--- src/rtl/diag_reg_pkg.sv ---
package diag_reg_pkg;
  parameter int unsigned NUM_STICKY = 3;
  parameter int unsigned DIAG_W     = 2;
  parameter int unsigned NUM_OUT    = 2;
  localparam int unsigned DIAG_BITS = DIAG_W * NUM_OUT;
  localparam int unsigned WORD_W    = 1 + NUM_STICKY + DIAG_BITS;
  localparam logic [WORD_W-1:0] WORD_RST = '1;
endpackage

--- src/rtl/diag_sticky_bit.sv ---
module diag_sticky_bit (
  input  logic clk_i,
  input  logic rst_ni,
  input  logic fault_i,
  input  logic rd_i,
  output logic bit_o
);
  logic bit_q;

  // fault has priority over re-arm
  always_ff @(posedge clk_i or negedge rst_ni) begin
    if (!rst_ni)      bit_q <= 1'b1;
    else if (fault_i) bit_q <= 1'b0;
    else if (rd_i)    bit_q <= 1'b1;
  end

  assign bit_o = bit_q;

  a_r3_set: assert property (@(posedge clk_i) disable iff (!rst_ni)
    fault_i |=> !bit_o);
  a_r4_hold: assert property (@(posedge clk_i) disable iff (!rst_ni)
    (!bit_o && !rd_i) |=> !bit_o);
  a_r5_rearm: assert property (@(posedge clk_i) disable iff (!rst_ni)
    (rd_i && !fault_i) |=> bit_o);
  a_r6_fault_wins: assert property (@(posedge clk_i) disable iff (!rst_ni)
    (rd_i && fault_i) |=> !bit_o);
endmodule

--- src/rtl/diag_endis_dec.sv ---
module diag_endis_dec (
  input  logic en_i,
  input  logic dis_i,
  output logic ok_o
);
  always_comb begin
    unique case ({en_i, dis_i})
      2'b10:   ok_o = 1'b1;
      default: ok_o = 1'b0;
    endcase
  end
endmodule

--- src/rtl/diag_snapshot.sv ---
module diag_snapshot #(
  parameter int unsigned W = 8
) (
  input  logic         clk_i,
  input  logic         rst_ni,
  input  logic         cap_i,
  input  logic [W-1:0] d_i,
  output logic [W-1:0] q_o
);
  logic [W-1:0] q_q;

  always_ff @(posedge clk_i or negedge rst_ni) begin
    if (!rst_ni)    q_q <= '1;
    else if (cap_i) q_q <= d_i;
  end

  assign q_o = q_q;

  a_r9_capture: assert property (@(posedge clk_i) disable iff (!rst_ni)
    cap_i |=> (q_o == $past(d_i)));
  a_r9_hold: assert property (@(posedge clk_i) disable iff (!rst_ni)
    !cap_i |=> $stable(q_o));
endmodule

--- src/rtl/diag_status_reg.sv ---
module diag_status_reg
  import diag_reg_pkg::*;
(
  input  logic                  clk_i,
  input  logic                  rst_ni,
  input  logic [NUM_STICKY-1:0] fault_i,
  input  logic                  en_i,
  input  logic                  dis_i,
  input  logic [DIAG_BITS-1:0]  diag_i,
  input  logic                  rd_done_i,
  input  logic                  snap_i,
  output logic [WORD_W-1:0]     status_o,
  output logic [WORD_W-1:0]     snap_o
);
  logic [NUM_STICKY-1:0] sticky;
  logic                  run_ok;

  for (genvar g = 0; g < NUM_STICKY; g++) begin : g_sticky
    diag_sticky_bit u_bit (
      .clk_i  (clk_i),
      .rst_ni (rst_ni),
      .fault_i(fault_i[g]),
      .rd_i   (rd_done_i),
      .bit_o  (sticky[g])
    );
  end

  diag_endis_dec u_endis (
    .en_i (en_i),
    .dis_i(dis_i),
    .ok_o (run_ok)
  );

  assign status_o = {run_ok, sticky, diag_i};

  diag_snapshot #(.W(WORD_W)) u_snap (
    .clk_i (clk_i),
    .rst_ni(rst_ni),
    .cap_i (snap_i),
    .d_i   (status_o),
    .q_o   (snap_o)
  );

  // a bit with neither fault nor read keeps its value
  a_r10_isolated: assert property (@(posedge clk_i) disable iff (!rst_ni)
    (!fault_i[0] && !rd_done_i) |=> (status_o[DIAG_BITS] == $past(status_o[DIAG_BITS])));
  // the status bit follows the pin decode
  a_r7_live: assert property (@(posedge clk_i) disable iff (!rst_ni)
    (en_i && !dis_i) == status_o[WORD_W-1]);
endmodule

--- config.mk ---
export PLATFORM = sky130hd
export DESIGN_NAME = diag_status_reg
export DESIGN_NICKNAME = d
export VERILOG_FILES = /design/src/rtl/diag_reg_pkg.sv /design/src/rtl/diag_sticky_bit.sv /design/src/rtl/diag_endis_dec.sv /design/src/rtl/diag_snapshot.sv /design/src/rtl/diag_status_reg.sv
export SDC_FILE = /design/constraint.sdc
export NUM_CORES = 1
export LEC_CHECK = 0
export ABC_AREA = 1
export BUFFER_PORTS_ARGS = -buffer_cell sky130_fd_sc_hd__buf_2
export CAP_MARGIN = 20
export CORE_MARGIN = 1.5
export CORE_UTILIZATION = 36
export DETAILED_ROUTE_END_ITERATION = 8
export GPL_ROUTABILITY_DRIVEN = 0
export GPL_TIMING_DRIVEN = 1
export PLACE_DENSITY = 0.71
export SLEW_MARGIN = 10
export SYNTH_ARGS = -nofsm -noshare
export SYNTH_HDL_FRONTEND = slang
export SYNTH_SLANG_ARGS = --single-unit
--- constraint.sdc ---
create_clock -name clk_i -period 0.8 [get_ports clk_i]
set_input_delay 0.04 -clock clk_i [delete_from_list [all_inputs] [get_ports clk_i]]
set_output_delay 0.04 -clock clk_i [all_outputs]
set_load 0.1 [all_outputs]
# Word-level counts from Yosys, hierarchy flattened
# Index checks and enable logic that the tools add are counted.
# op_classes
n_mux	5
eq_ne	1
n_reduce_logical	3
# ops
operator	count
2-bit nonzero test	3
1-bit 2-to-1 mux	5
2-bit == test (second input constant)	1
# word_totals
input_bits	13
out_inout_bits	16
reg_bits	11

# Depth between registers and ports, before layout
# logic_depth
word_depth	2
ltp_mapped	4
depth_no_buf	3

# By module
# From an unflattened synthesis, not the netlist that was laid out.
# unflattened
hier_cells	50
area_unflattened_um2	464.2
# modules_own_cells
module	cells_per_inst	n_inst	area_each_um2
diag_snapshot	34	1	315.3
diag_sticky_bit	3	3	33.8
diag_status_reg	5	1	37.5
diag_endis_dec	2	1	10.0

# Least setup slack after synthesis
# No wires, ideal clock.
# synth_timing
path_kind	reg-to-reg
startpoint	register u_snap.q_o[7] (netlist name)
endpoint	register u_snap.q_q[7] (netlist: u_snap.q_o[7])
t_required_ns	0.739
arrival_time_ns	1.001
slack_ns	-0.263
stages_incl_launch_ff	3
cell_sequence	dfstp_2 -> nand2_1 -> nand2_1
# synth_rtl
item	line_no	text
to (signal assigned)	diag_snapshot.sv:14	else if (cap_i) q_q <= d_i;
to (decl)	diag_snapshot.sv:10	logic [W-1:0] q_q;

# Final worst setup path
# layout_timing
startpoint	register u_snap.q_q[4] (netlist: u_snap.q_o[4])
endpoint	output snap_o[4]
# layout_rtl
item	line_no	text
to (decl)	diag_status_reg.sv:13	output logic [WORD_W-1:0] snap_o
# No word-level cell between the ends.

==> impl_metrics.ini <==
[timing]
tightest_slew_ns = 0.251
rsz0062_at_grt = true
max_slew_margin_pct = 83.3
hold_viol_final = 0
finalCriticalPeriod_ns = 1.13
period_share_pct = 141
setup_ws_ns = -0.327
whs_ns = 0.000945
setup_viol = 19
finalMaxSlewViolations = 0
timing.fmax_mhz = 887
clock-skew-final_ns = 0.00357

[final_layout]
syn_to_final_growth_pct = 118
fin_util_pct = 83.0
seqCellArea_sq_um = 319
fillers = 67
stdcell_area_sq_um = 1070
diodes = 0
multi_input_area_sq_um = 175
drive_gt1_share_pct = 66.7
fin_nets = 104

[grt]
grtUsageTotal_pct = 20.8
top_usage_layer = met2
antenna_found_initial = 0
grt_pass1_vias = 427
grt_util_met1_pct = 22.0
grt_pass1_wl_mm = 1.96
grt_overflow = 0
grtUsageMet3_pct = 7.39
use_met2_pct = 34.3
grt_max_degree = 12

[die]
die_h_microns = 39.9
die_area_sq_um = 1590
rows = 13
ios = 29
start_util_pct = 38.1
die-width_microns = 39.9
core_sq_um = 1280

[synthesis]
synth-main-ff-cell = dfstp_2
synthesis.nets = 67
synth_commonest_cells = nand2_1, dfstp_2, buf_4
synth_area_leaders = dfstp_2, nand2_1, buf_4
synth_most_common_cell = nand2_1
async_flop_share_pct = 100
synth_top_cell_area_share_pct = 59.1
synth-edff-count = 0
avgSynthCellArea_sq_um = 9.06
syn_area_sq_um = 489
seq_area_frac_synth_pct = 59.1
yosys_warnings = 0
synth-seq-cells = 11
synth_cells = 54
ys_types = 8
synth_top_cell_by_area = dfstp_2

[cts]
clock-sinks = 11
clockBufferDepth = 2
root_buffer = clkbuf_4
cts_made_buffers = 3
clk_pin_slew_worst_paths_ns = 0.06
insertion_delay_ns = 0.27
cts_tree = built
h-tree-depth = 1

[min_path]
holdCritPathClass = primary input to flop
hold_depth = 3
hold_end = u_snap.q_o[1]
holdCritStartpoint = diag_i[1]

[critical_path]
critPathKind = flop to output pin
reg2regPathDepth = 3
r2r-end = g_sticky[1].u_bit.bit_o
r2r_slack_ns = -0.08
crit_slowest_cell = dfstp_4
worstPathMaxFanout = 2
start_kind = flop
cp.arrival_ns = 1.09
max_stage_delay_ns = 0.64
end_kind = output pin
path_cells = buf_12
cp.required_ns = 0.76
r2r-start = g_sticky[1].u_bit.bit_o
crit_family = flip-flops
worst-path-buf-inv = 1

[routing]
wl_per_cell_microns = 13.6
routed_via_density = 4.46
vias = 468
drt_iter0_markers = 8
drc_errors = 0
drtAntennaViolNets = 0
drt_wl_total_mm = 1.43
drt_first_pass_iters = 3

[placed_design]
place_ws_ns = -0.0259
io_buffers = 28
hpwlAfterDp_microns = 724
dpl-instance-area_sq_um = 847

[run]
maxCapViolCount = 0

[outcome]
outcome = complete, but fails checks
violations = setup timing

[pwr]
ir_drop_v = 0.00125
p_per_area_nw_per_um2 = 1910
p_leak_uw = 0.000508
timing repair:
item	CTS	global route
gates resized for setup	4	18
pin swaps	3	9
hold buffers	9	0
endpoints found under the setup margin	12	21
hold endpoints to repair	17	0
setup buffers	3	1
worst max-delay path by stage:
| stage | slack [ns] | startpoint | cells past startpoint | endpoint |
|---|---|---|---|---|
| floorplan | -0.16 | u_snap.q_o[7] | 2 | u_snap.q_o[7] |
| global placement | -0.02 | u_snap.q_o[0] | 1 | snap_o[0] |
| global route | -0.36 | u_snap.q_o[2] | 1 | snap_o[2] |
| finish | -0.33 | u_snap.q_o[4] | 1 | snap_o[4] |
| CTS | -0.33 | u_snap.q_o[4] | 1 | snap_o[4] |
| detailed placement | -0.03 | u_snap.q_o[4] | 1 | snap_o[4] |
area by class of cell:
cell class | count | area share (%)
Clock buffer | 4 | 2.46
Inverter | 3 | 1.06
Multi-Input combinational cell | 31 | 16.4
Sequential cell | 11 | 29.9
Tap cell | 15 | 1.76
Timing Repair Buffer | 41 | 48.4
cell families after synthesis:
kind of cell	Yosys count	synth area share [%]
and+or+nand+nor	31	24.0
DFF	11	59.1
buffers and inverters	12	16.9
state kept, by name (all words and copies together), names as in the netlist:
name,count
u_snap.q_o,8
g_sticky.u_bit.bit_o,3
per-layer routing:
metal,up-vias,part of all wire (%),wire length (microns)
li1,226,-,-
met2,21,58,826
met1,217,36,517
met4,0,1.3,19
met5,-,0,0
met3,4,4.4,63
report_power, final:
part,switching [uW],internal [uW],total (uW)
Sequential,55.4,663,718
Clock,189,193,382
Combinational,590,342,932
Total,834,1200,2030
cell usage in the layout (no fill, tap or decap):
master and count:
inv_1 2, nor2_2 3, nor2_1 2, dlygate4sd3_1 9, dfstp_4 8, inv_2 1, nand2_4 3, nand2_2 5
nand3_1 1, clkbuf_4 3, buf_6 4, nor2_4 2, dfstp_2 3, clkbuf_1 1, nand2_1 15, buf_2 12
buf_12 16
worst min-delay path, stage by stage:
cell,delay [ns]
buf_2,0.12
nand2_1,0.06
nand2_1,0.05
through the flow:
stage          total power [uW]  cells  setup TNS (ns)
5_1_grt                    2110    105           -4.39
3_5_place_dp               1540     88          -0.154
4_1_cts                    1980    104           -3.58
6_report                   2030    105           -3.78
3_3_place_gp               1530     88          -0.118
2_1_floorplan              1250     54           -1.31
Note: power is estimated with default switching activity, not from simulation.
